$ cat src/rtl/ndw_pkg.sv
package ndw_pkg;
  typedef enum logic [2:0] {
    ST_IDLE,
    ST_ISSUE,
    ST_SETTLE,
    ST_POLL,
    ST_FETCH,
    ST_REPORT
  } ndw_state_e;

  localparam logic [7:0] OPC_STATUS    = 8'h70;
  localparam logic [7:0] OPC_STATUS_MP = 8'h71;
  localparam logic [7:0] RES_TIMEOUT   = 8'h01;
  localparam int unsigned RDY_BIT      = 6;

  function automatic logic [7:0] pick_opcode(input logic erase, input logic multi);
    return (erase && multi) ? OPC_STATUS_MP : OPC_STATUS;
  endfunction
endpackage

$ cat src/rtl/ndw_sync.sv
module ndw_sync #(
  parameter int STAGES = 2
) (
  input  logic clk,
  input  logic rst_n,
  input  logic d_i,
  output logic q_o
);
  logic [STAGES:0] chain;
  assign chain[0] = d_i;

  for (genvar g = 0; g < STAGES; g++) begin : g_stage
    always_ff @(posedge clk) begin
      if (!rst_n) chain[g+1] <= 1'b0;
      else        chain[g+1] <= chain[g];
    end
  end

  assign q_o = chain[STAGES];
endmodule

$ cat src/rtl/ndw_timeout.sv
module ndw_timeout #(
  parameter int PROG_TICKS  = 2000000,
  parameter int ERASE_TICKS = 40000000
) (
  input  logic clk,
  input  logic rst_n,
  input  logic clear_i,
  input  logic erase_i,
  input  logic run_i,
  output logic expire_o
);
  localparam int MAX_TICKS = (ERASE_TICKS > PROG_TICKS) ? ERASE_TICKS : PROG_TICKS;
  localparam int CW = $clog2(MAX_TICKS + 1);

  logic [CW-1:0] cnt;
  logic [CW-1:0] lim;

  assign expire_o = run_i && (cnt == lim);

  always_ff @(posedge clk) begin
    if (!rst_n) begin
      cnt <= '0;
      lim <= '0;
    end else if (clear_i) begin
      cnt <= '0;
      lim <= erase_i ? CW'(ERASE_TICKS - 1) : CW'(PROG_TICKS - 1);
    end else if (run_i && !expire_o) begin
      cnt <= cnt + 1'b1;
    end
  end
endmodule

$ cat src/rtl/ndw_settle.sv
module ndw_settle #(
  parameter int CYCLES = 10
) (
  input  logic clk,
  input  logic rst_n,
  input  logic clr_i,
  input  logic en_i,
  output logic last_o
);
  localparam int CW = $clog2(CYCLES + 1);

  logic [CW-1:0] cnt;

  assign last_o = en_i && (cnt == CW'(CYCLES - 1));

  always_ff @(posedge clk) begin
    if (!rst_n)           cnt <= '0;
    else if (clr_i)       cnt <= '0;
    else if (en_i && !last_o) cnt <= cnt + 1'b1;
  end
endmodule

$ cat src/rtl/ndw_ready_src.sv
module ndw_ready_src #(
  parameter int SYNC_STAGES = 2
) (
  input  logic clk,
  input  logic rst_n,
  input  logic rb_present_i,
  input  logic rb_i,
  input  logic poll_i,
  input  logic st_valid_i,
  input  logic st_rdy_bit_i,
  output logic take_o,
  output logic ready_o
);
  logic rb_sync;

  ndw_sync #(.STAGES(SYNC_STAGES)) u_rb_sync (
    .clk  (clk),
    .rst_n(rst_n),
    .d_i  (rb_i),
    .q_o  (rb_sync)
  );

  assign take_o  = poll_i && !rb_present_i;
  assign ready_o = rb_present_i ? rb_sync : (st_valid_i && st_rdy_bit_i);
endmodule

$ cat src/rtl/nand_done_waiter.sv
module nand_done_waiter
  import ndw_pkg::*;
#(
  parameter int TICKS_PER_MS   = 100000,
  parameter int PROG_MS        = 20,
  parameter int ERASE_MS       = 400,
  parameter int TWB_CYCLES     = 10,
  parameter int RB_SYNC_STAGES = 2
) (
  input  logic       clk,
  input  logic       rst_n,
  input  logic       start_i,
  input  logic       erase_i,
  input  logic       multi_status_i,
  input  logic       rb_present_i,
  input  logic       rb_i,
  output logic       cmd_valid_o,
  input  logic       cmd_ready_i,
  output logic [7:0] cmd_byte_o,
  input  logic       st_valid_i,
  output logic       st_ready_o,
  input  logic [7:0] st_byte_i,
  output logic       done_o,
  output logic [7:0] result_o
);
  localparam int PROG_TICKS  = PROG_MS * TICKS_PER_MS;
  localparam int ERASE_TICKS = ERASE_MS * TICKS_PER_MS;

  ndw_state_e state;
  logic [7:0] opc_q;
  logic [7:0] res_q;
  logic       accept;
  logic       timed;
  logic       tmo;
  logic       settle_last;
  logic       poll_take;
  logic       seen_ready;

  assign accept = (state == ST_IDLE) && start_i;
  assign timed  = (state == ST_ISSUE) || (state == ST_SETTLE) || (state == ST_POLL);

  ndw_timeout #(
    .PROG_TICKS (PROG_TICKS),
    .ERASE_TICKS(ERASE_TICKS)
  ) u_timeout (
    .clk     (clk),
    .rst_n   (rst_n),
    .clear_i (accept),
    .erase_i (erase_i),
    .run_i   (timed),
    .expire_o(tmo)
  );

  ndw_settle #(.CYCLES(TWB_CYCLES)) u_settle (
    .clk   (clk),
    .rst_n (rst_n),
    .clr_i (cmd_valid_o && cmd_ready_i),
    .en_i  (state == ST_SETTLE),
    .last_o(settle_last)
  );

  ndw_ready_src #(.SYNC_STAGES(RB_SYNC_STAGES)) u_ready (
    .clk         (clk),
    .rst_n       (rst_n),
    .rb_present_i(rb_present_i),
    .rb_i        (rb_i),
    .poll_i      (state == ST_POLL),
    .st_valid_i  (st_valid_i),
    .st_rdy_bit_i(st_byte_i[RDY_BIT]),
    .take_o      (poll_take),
    .ready_o     (seen_ready)
  );

  always_ff @(posedge clk) begin
    if (!rst_n) begin
      state <= ST_IDLE;
      opc_q <= '0;
      res_q <= '0;
    end else begin
      case (state)
        ST_IDLE: begin
          if (start_i) begin
            opc_q <= pick_opcode(erase_i, multi_status_i);
            state <= ST_ISSUE;
          end
        end
        ST_ISSUE: begin
          if (tmo) begin
            res_q <= RES_TIMEOUT;
            state <= ST_REPORT;
          end else if (cmd_ready_i) begin
            state <= ST_SETTLE;
          end
        end
        ST_SETTLE: begin
          if (tmo) begin
            res_q <= RES_TIMEOUT;
            state <= ST_REPORT;
          end else if (settle_last) begin
            state <= ST_POLL;
          end
        end
        ST_POLL: begin
          if (tmo) begin
            res_q <= RES_TIMEOUT;
            state <= ST_REPORT;
          end else if (seen_ready) begin
            state <= ST_FETCH;
          end
        end
        ST_FETCH: begin
          if (st_valid_i) begin
            res_q <= st_byte_i;
            state <= ST_REPORT;
          end
        end
        ST_REPORT: state <= ST_IDLE;
        default:   state <= ST_IDLE;
      endcase
    end
  end

  assign cmd_valid_o = (state == ST_ISSUE);
  assign cmd_byte_o  = opc_q;
  assign st_ready_o  = poll_take || (state == ST_FETCH);
  assign done_o      = (state == ST_REPORT);
  assign result_o    = res_q;
endmodule

$ cat config.mk
export PLATFORM = sky130hd
export DESIGN_NAME = nand_done_waiter
export DESIGN_NICKNAME = d
export VERILOG_FILES = /design/src/rtl/ndw_pkg.sv /design/src/rtl/ndw_sync.sv /design/src/rtl/ndw_timeout.sv /design/src/rtl/ndw_settle.sv /design/src/rtl/ndw_ready_src.sv /design/src/rtl/nand_done_waiter.sv
export SDC_FILE = /design/constraint.sdc
export NUM_CORES = 1
export LEC_CHECK = 0
export ABC_AREA = 1
export BUFFER_PORTS_ARGS = -buffer_cell sky130_fd_sc_hd__buf_2
export CORE_MARGIN = 2
export CORE_UTILIZATION = 30
export DETAILED_ROUTE_END_ITERATION = 8
export GPL_TIMING_DRIVEN = 0
export PLACE_DENSITY = 0.55
export SYNTH_ARGS = -nofsm -noshare
export SYNTH_HDL_FRONTEND = slang
export SYNTH_SLANG_ARGS = --single-unit
$ cat constraint.sdc
create_clock -name clk -period 4.9 [get_ports clk]
set_input_delay 0.245 -clock clk [delete_from_list [all_inputs] [get_ports clk]]
set_output_delay 0.245 -clock clk [all_outputs]
set_load 0.01 [all_outputs]
==> results of run 1 <==
==> synthesized netlist by cell type <==
master    instances  area, sq um
a32o_1            1         10.0
a21oi_1          32          160
dfxtp_1          47          941
clkinv_1          1         3.75
ha_1              3         37.5
clkbuf_1          3         11.3
buf_4             8         60.1
nor3b_1           3         22.5
xnor2_1           5         43.8
or2_2             1         6.26
inv_2             3         11.3
nand2_2           3         18.8
conb_1            1         3.75
o21ai_0          11         55.1
a211oi_1          2         15.0
buf_6             5         56.3
nand4_1          15         93.8
nor2_1           63          236
nand3_1          29          145
nor2_2            4         25.0
o22ai_1           1         6.26
nor4_1            2         12.5
nand2_1         129          484
o31ai_1           1         7.51
a22oi_1           1         7.51
buf_2             2         10.0
inv_1            60          225
xor2_1            9         78.8
nand3_2           3         30.0
nor3_1           16         80.1
==> sequential cells by signal, indices dropped and copies added (netlist names) <==
register	flops
result_o	8
u_timeout.cnt	26
u_ready.u_rb_sync.chain	1
u_settle.cnt	4
u_timeout.lim	2
u_ready.u_rb_sync.q_o	1
cmd_byte_o	2
state	3
==> placed cells by master, fill, tap and decap left out, types with 4 or more instances in the layout <==
master    netlist  layout
a21oi_1        32      32
dfxtp_1        47      47
xor2_1          9       9
xnor2_1         5       5
nand3_1        29      29
nor3_1         16      16
clkbuf_8        0       5
nand4_1        15      15
nor2_1         63      63
nand2_1       129     129
buf_6           5       5
o21ai_0        11      11
inv_1          60      60
conb_1          1       4
nor2_2          4       4
buf_2           2      32
buf_4           8       8
==> layer usage <==
metal | vias up | wire [microns]
li1 | 1536 | -
met1 | 1303 | 3820
met2 | 59 | 3390
met3 | 6 | 331
met4 | 0 | 31
met5 | - | 0
==> final cells by class <==
| cell class | instances | area, sq um | area share (%) |
|---|---|---|---|
| Multi-Input combinational cell | 338 | 1590 | 48.0 |
| Sequential cell | 47 | 941 | 28.4 |
| Inverter | 64 | 240 | 7.25 |
| Tap cell | 129 | 161 | 4.87 |
| Timing Repair Buffer | 30 | 150 | 4.53 |
| Buffer | 18 | 138 | 4.15 |
| Clock buffer | 5 | 68.8 | 2.08 |
| Clock inverter | 3 | 22.5 | 0.680 |
==> critical path, stage by stage, from the launching register on <==
cell and delay, ps:
dfxtp_1 470, inv_1 160, nand2_1 90, nand2_1 50
nor2_1 80, nand2_1 60, nor2_2 150, nand3_2 110
nand2_2 110, buf_6 150, buf_6 150, nand4_1 80
nand2_1 90, nor2_1 40
==> power breakdown <==
part,switching [mW],internal [mW]
Sequential,0.0434,0.424
Combinational,0.427,0.225
Clock,0.149,0.103
==> kinds of logic after synthesis <==
group                    Yosys count  share of synthesized area, %
AO/OA/AOI/OAI                     49                          9.02
adder cells (fa/ha/maj)            3                          1.29
AND/OR/NAND/NOR                  268                          39.8
XOR/XNOR                          14                          4.23
other                              1                         0.129
flip-flops                        47                          32.5
buffers and inverters             82                          13.0
==> worst min-delay path by stage <==
stage,startpoint,end,slack [ps],cells after the start
final,rb_i,u_ready.u_rb_sync.chain[1],120,3
after global routing,rb_i,u_ready.u_rb_sync.chain[1],120,3
after CTS,rb_i,u_ready.u_rb_sync.chain[1],120,3
after detailed placement,u_ready.u_rb_sync.chain[1],u_ready.u_rb_sync.q_o,410,2
after global placement,u_ready.u_rb_sync.chain[1],u_ready.u_rb_sync.q_o,400,2
after floorplan,rb_i,u_ready.u_rb_sync.chain[1],340,2
==> metrics by stage <==
stage,cells,setup WS [ps],utilization [%],hold WS (ps)
4_1_cts,634,2970,35.5,117
6_report,634,2990,35.5,115
3_3_place_gp,626,2990,34.5,398
3_5_place_dp,626,2990,34.5,408
5_1_grt,634,2730,35.5,124
2_1_floorplan,467,3320,-,343
==> flow_summary.json, run 1 <==
{
  "finalPower_mw": 1.37,
  "std_cell_rows": 35,
  "use_met1_pct": 21.8,
  "numPortBuffers": 30,
  "required_ps": 5100,
  "syn_avg_cell_area_sq_um": 6.25,
  "r2r_cells": 13,
  "maxSlewHeadroom_pct": 62.9,
  "final.period_utilization_pct": 38.9,
  "ant_nets": 0,
  "yosysWarnings": 0,
  "syn_area_sq_um": 2900,
  "hpwl_microns": 5940,
  "die_area_sq_um": 10500,
  "grt_first_pass_wirelength_microns": 13100,
  "cts.htree.levels": 2,
  "crit_arrival_ps": 2110,
  "num_io_pins": 36,
  "crit_end": "result_o[6]",
  "grt_max_degree": 17,
  "grt_pass1_vias": 2770,
  "num_antenna_cells": 0,
  "status": "finished clean",
  "setup.worst_path.start_class": "flop",
  "cts_buffer_depth": 2,
  "r2r_end": "result_o[6]",
  "peakVddDrop_uv": 230,
  "grt_use_met3_pct": 2.80,
  "gp_congestion": 0.927,
  "wirelength_microns": 7580,
  "antenna_found_initial": 0,
  "hold_violations": 0,
  "cts-buffers-inserted": 5,
  "yosysUniqueCellTypes": 30,
  "grt.total_usage_pct": 15.6,
  "drtPass1Iterations": 4,
  "overflow": 0,
  "setup_tns_ps": 0,
  "grt_setup_unrepaired": "no",
  "max-cap-violations": 0,
  "r2r-start": "cmd_byte_o[5]",
  "fillers": 1047,
  "vias": 2904,
  "wl_per_cell_microns": 12.0,
  "p_per_area_nw_per_um2": 413,
  "synth_cells": 464,
  "ys_ff_latch": 47,
  "fin_area_sq_um": 3310,
  "syn_to_final_growth_pct": 14.3,
  "hp-class": "in2reg",
  "via_per_inst": 4.58,
  "cts_hold_buf": 0,
  "drt-initial-drc-count": 147,
  "cts.clk_slew.worst_paths_ps": 100,
  "tightestPinTransition_ps": 555,
  "cp-end-kind": "flop",
  "post-route-drc-count": 0,
  "clock_latency_ps": 310,
  "ctsResizeCount": 0,
  "fin_skew_ps": 8.38,
  "clock.fmax_ghz": 0.524,
  "drive_above_1_share_pct": 13.3,
  "ys_seq_area_share_pct": 32.5,
  "start_util_pct": 31.1,
  "slew_viol_final": 0,
  "p_leak_nw": 1.43,
  "tritoncts": "built",
  "post_cts_buffers": 0,
  "cp-startpoint": "cmd_byte_o[5]",
  "reg2reg_slack_ps": 2990,
  "fin_crit_ps": 1910,
  "setup_viol": 0,
  "worst-path-max-fanout": 10,
  "dpl_cell_area_sq_um": 3220,
  "cts-root-buf": "clkbuf_8",
  "grt_busiest_layer": "met2",
  "die_y_microns": 102,
  "die_w_microns": 102,
  "final_nets": 524,
  "critical_path_class": "reg2reg",
  "grt_util_met2_pct": 25.3,
  "cts_sinks": 47,
  "core-area_sq_um": 9330
}
Power figures use the tool's default switching activity.
==> run 2: changes to the inputs <==
- PLACE_DENSITY: 0.55 -> 0.56
- clock period: 4.9 -> 1.58 ns (I/O delays scaled with it)
==> run 2 against run 1 <==
Effect of this change: the flow now finishes with violations (negative setup slack); core utilization is 6.5 points higher; sequential share of layout area fell by 2.6 points; largest cell class unchanged; via count rose by 6.5%; critical path type unchanged; largest power group unchanged; clock power increased to 3.0 times the previous value; cell area is 18% higher; critical endpoint is now state[1]; critical path depth down 1; register-to-register slack got worse by 3100 ps; global-route usage rose by 0.52 points.
==> flow_summary.json, run 2 (synthesized netlist as in run 1, its figures left out) <==
{
  "holdPathStages": 2,
  "crit_arrival_ps": 1920,
  "required_ps": 1760,
  "layout_commonest_cell": "nand2_1",
  "worst-path-max-fanout": 5,
  "clock.fmax_ghz": 0.576,
  "grt.total_usage_pct": 16.1,
  "final_cell_mix": "nand2_1, nor2_1, inv_1",
  "die_area_sq_um": 10500,
  "layout_setup_ws_ps": -156,
  "setup_viol": 36,
  "fin_crit_ps": 1740,
  "status": "complete, but fails checks",
  "tritoncts": "built",
  "grt_first_pass_wirelength_microns": 13400,
  "setup.worst_path.start_class": "flop",
  "fillers": 1006,
  "slew_viol_final": 0,
  "final_util_pct": 42.0,
  "critical_path_class": "reg2reg",
  "cp-end-kind": "flop",
  "grt_max_degree": 17,
  "final_nets": 551,
  "wirelength_microns": 8540,
  "gp_congestion": 0.962,
  "cts_sinks": 47,
  "syn_to_final_growth_pct": 35.1,
  "hpwl_microns": 5860,
  "clock_latency_ps": 300,
  "hold_violations": 0,
  "cts.htree.levels": 2,
  "r2r_cells": 12,
  "max-cap-violations": 0,
  "num_io_pins": 36,
  "std_cell_rows": 35,
  "core-area_sq_um": 9330,
  "drt-initial-drc-count": 131,
  "final.period_utilization_pct": 110,
  "regMostFlops": "u_timeout.cnt",
  "numPortBuffers": 30,
  "peakVddDrop_uv": 806,
  "p_leak_nw": 1.66,
  "vias": 3092,
  "via_per_inst": 4.68,
  "cts-root-buf": "clkbuf_8",
  "fin_skew_ps": 9.42,
  "cts-buffers-inserted": 5,
  "overflow": 0,
  "grt_pass1_vias": 2872,
  "violations": "negative setup slack",
  "start_util_pct": 31.1,
  "reg2reg_slack_ps": -160,
  "p_per_area_nw_per_um2": 1430,
  "cts_buffer_depth": 2,
  "antenna_found_initial": 0,
  "drive_above_1_share_pct": 32.5,
  "die_y_microns": 102,
  "cts.clk_slew.worst_paths_ps": 100,
  "wl_per_cell_microns": 12.9,
  "largest_register_ff_count": 26,
  "hp-class": "in2reg",
  "num_antenna_cells": 0,
  "grt_setup_unrepaired": "yes",
  "drtPass1Iterations": 4,
  "post-route-drc-count": 0,
  "finalPower_mw": 5.61,
  "die_w_microns": 102,
  "ant_nets": 0
}
run 2: worst paths after layout:
| check | start | to |
|---|---|---|
| worst max register to register | u_timeout.cnt[23] | state[1] |
| worst min register to register | u_ready.u_rb_sync.chain[1] | u_ready.u_rb_sync.q_o |
| worst max-delay path | u_timeout.cnt[23] | state[1] |
| worst min-delay path | multi_status_i | cmd_byte_o[0] |
run 2: timing repair:
item,in CTS,in global routing
endpoints found under the setup margin,39,39
hold endpoints to repair,2,0
hold buffers,2,0
pin swaps,13,21
cloned,2,3
buffers inserted,15,8
gates resized for setup,70,65
run 2: cell type report:
class | instances | area [sq um] | share of cell area [%]
inverters | 64 | 254 | 6.49
repair buffers | 59 | 460 | 11.8
flip-flops and latches | 47 | 1010 | 25.8
clock inverters | 3 | 22.5 | 0.575
plain buffers | 16 | 161 | 4.12
multi-input cells | 338 | 1780 | 45.4
clock buffers | 5 | 68.8 | 1.76
well taps | 129 | 161 | 4.12
run 2: stage by stage:
stage	worst slack [ps]	area, sq um	std cells	hold slack (ps)	TNS (ps)
after floorplan	4.73	2910	467	177	0
after global placement	-325	3220	626	277	-9020
after detailed placement	-332	3220	626	285	-9420
after CTS	-95.5	3620	652	18.6	-1810
after global routing	-269	3920	661	43.5	-7060
final	-156	3920	661	29.6	-2370
run 2: per-layer routing:
layer  track usage (%)  vias to the layer above  routed length, microns
li1                  -                     1596                       -
met1              21.8                     1407                    3990
met2              27.5                       81                    3980
met3              2.74                        8                     498
met4              2.15                        0                      68
met5                 0                        -                       0
run 2: worst max-delay path: stages (launching register included):
cell and delay [ps]:
dfxtp_2 360, nor2_1 80, nand2_1 80, nor2_1 120, nand2_1 80, nor2_2 130
buf_4 130, nand4_1 180, buf_4 210, nand4_1 60, inv_1 40, nor2_1 90
nor2_1 40
run 2: report_power, final:
group	internal, mW	switching, mW
clock	0.318	0.444
combinational	1.58	1.79
sequential	1.32	0.154
==> run 3: changes to the inputs <==
--- a/config.mk
+++ b/config.mk
@@ -8,5 +8,5 @@
 export ABC_AREA = 1
 export BUFFER_PORTS_ARGS = -buffer_cell sky130_fd_sc_hd__buf_2
-export CORE_MARGIN = 2
+export CORE_MARGIN = 8
 export CORE_UTILIZATION = 30
 export DETAILED_ROUTE_END_ITERATION = 8
==> constraint.sdc (replaced) <==
create_clock -name clk -period 1.58 [get_ports clk]
set_input_delay 0.316 -clock clk [delete_from_list [all_inputs] [get_ports clk]]
set_output_delay 0.316 -clock clk [all_outputs]
set_load 0.01 [all_outputs]
==> run 3 against run 2 <==
Effect of this change: routed wire length grew 7.1%; register-to-register slack is essentially flat; the run still ends with negative setup slack left; total power grew 9.6%; clock skew grew 2.5 ps; sequential power is essentially flat.
==> flow_summary.json, run 3 (synthesized netlist as in run 1, its figures left out) <==
{
  "status": "complete, but fails checks",
  "violations": "negative setup slack",
  "wl_per_cell_microns": 13.6,
  "p_per_area_nw_per_um2": 1440,
  "num_antenna_cells": 0,
  "largest_register_ff_count": 26,
  "cts.clk_slew.worst_paths_ps": 100,
  "multi_input_area_sq_um": 2000,
  "cp_num_buf_inv": 4,
  "dp_slack_ps": -352,
  "cts_sinks": 47,
  "worst-path-max-fanout": 5,
  "std_cell_rows": 36,
  "setup_viol": 37,
  "slew_viol_final": 0,
  "hold_violations": 0,
  "p_leak_nw": 1.84,
  "cts_buffer_depth": 2,
  "overflow": 0,
  "via_per_inst": 4.76,
  "syn_to_final_growth_pct": 47.0,
  "crit_chain": "inv_4, nand2_1, nand2_1, nor2_1, nand2_1, nor2_2, nand3_2, nand2_4, buf_6, buf_12, buf_8, nand4_1, nand2_1, nor2_1",
  "cp-end-kind": "flop",
  "grt_first_pass_wirelength_microns": 14500,
  "tightestPinTransition_ps": 525,
  "die_area_sq_um": 13100,
  "cts-root-buf": "clkbuf_8",
  "start_util_pct": 30.2,
  "crit_top_cell": "nand2_1",
  "core-area_sq_um": 9590,
  "clock_latency_ps": 310,
  "grt_max_degree": 16,
  "holdPathStages": 3,
  "wirelength_microns": 9140,
  "fin_crit_ps": 1720,
  "crit_arrival_ps": 1910,
  "gp_congestion": 0.886,
  "ant_nets": 0,
  "cts.htree.levels": 2,
  "peakVddDrop_uv": 899,
  "hp-class": "in2reg",
  "final_cell_mix": "nand2_1, inv_1, nor2_1",
  "num_io_pins": 36,
  "post-route-drc-count": 0,
  "required_ps": 1770,
  "vias": 3206,
  "cp_num_cells": 14,
  "setup.worst_path.start_class": "flop",
  "slowest_stage": "dfxtp_4",
  "die_y_microns": 114,
  "layout_setup_ws_ps": -144,
  "maxSlewHeadroom_pct": 65.0,
  "fillers": 982,
  "cpLargestDelayFamily": "simple AND/OR/NAND/NOR gates",
  "drt-initial-drc-count": 96,
  "tritoncts": "built",
  "critical_path_class": "reg2reg",
  "layout_commonest_cell": "nand2_1",
  "final.period_utilization_pct": 109,
  "whs_ps": 200,
  "final_nets": 560,
  "numPortBuffers": 30,
  "grt.total_usage_pct": 13.5,
  "clock.fmax_ghz": 0.580,
  "antenna_found_initial": 0,
  "grt_pass1_vias": 3099,
  "cpPeakStageDelay_ps": 400,
  "hpwl_microns": 6110,
  "drive_above_1_share_pct": 41.8,
  "cts-buffers-inserted": 5,
  "r2r_cells": 14,
  "drtPass1Iterations": 4,
  "grt_setup_unrepaired": "yes",
  "seq_area_sq_um": 1030,
  "cts_hold_buf": 0,
  "fin_skew_ps": 11.9,
  "max-cap-violations": 0,
  "regMostFlops": "u_timeout.cnt",
  "die_w_microns": 114
}
[run 3: changes by cell type in the layout (fill, tap and decap cells not counted), moves of 7 or more]
cell / before / now
nand2_4: 2 / 15
a21oi_1: 28 / 16
a21oi_2: 4 / 16
nand2_1: 113 / 101
buf_4: 25 / 35
dfxtp_4: 14 / 22
nor2_1: 54 / 47
[run 3: worst paths after layout]
kind | from | to | slack (ps)
max | u_timeout.lim[20] | result_o[7] | -140
min | rb_i | u_ready.u_rb_sync.chain[1] | 200
max reg2reg | u_timeout.lim[20] | result_o[7] | -140
min reg2reg | u_ready.u_rb_sync.chain[1] | u_ready.u_rb_sync.q_o | 430
[run 3: repair_timing]
item,CTS,global route
pin swaps,30,45
endpoints found under the setup margin,39,41
gates cloned,4,2
resized for setup,96,112
setup buffers,24,10
endpoints found under the hold margin,0,0
[run 3: cell type report]
cell class	instances	share of cell area [%]
Buffer	15	3.23
Multi-Input combinational cell	338	46.9
Sequential cell	47	24.3
Clock buffer	6	1.94
Tap cell	133	3.90
Timing Repair Buffer	69	13.3
Inverter	64	6.08
Clock inverter	2	0.382
[run 3: metrics by stage]
step	total power, mW	setup TNS (ps)	instance area (sq um)	std cells	util, %
after global routing	6.53	-6970	4260	674	44.4
final	6.15	-3030	4260	674	44.4
after floorplan	2.95	0	2910	467	-
after CTS	5.36	-1490	3780	663	39.4
after global placement	3.49	-9040	3230	630	33.6
after detailed placement	3.52	-9540	3230	630	33.6
[run 3: worst reg2reg max path: cells and delay by family, from the launching register on]
family                 cells  cell delay [ps]
buffers and inverters      4              400
flip-flops                 1              400
AND/OR/NAND/NOR           10              810
[run 3: where the power goes]
group          internal, mW  total, mW  switching, mW
clock                 0.358      0.794          0.436
sequential             1.32       1.48          0.158
combinational          1.83       3.87           2.04
total                  3.51       6.15           2.64
[run 3: routing by layer]
metal	global-route usage, %	wire (microns)
met1	15.9	4010
met2	23.6	4480
met3	3.27	480
met4	4.35	173
met5	0	0
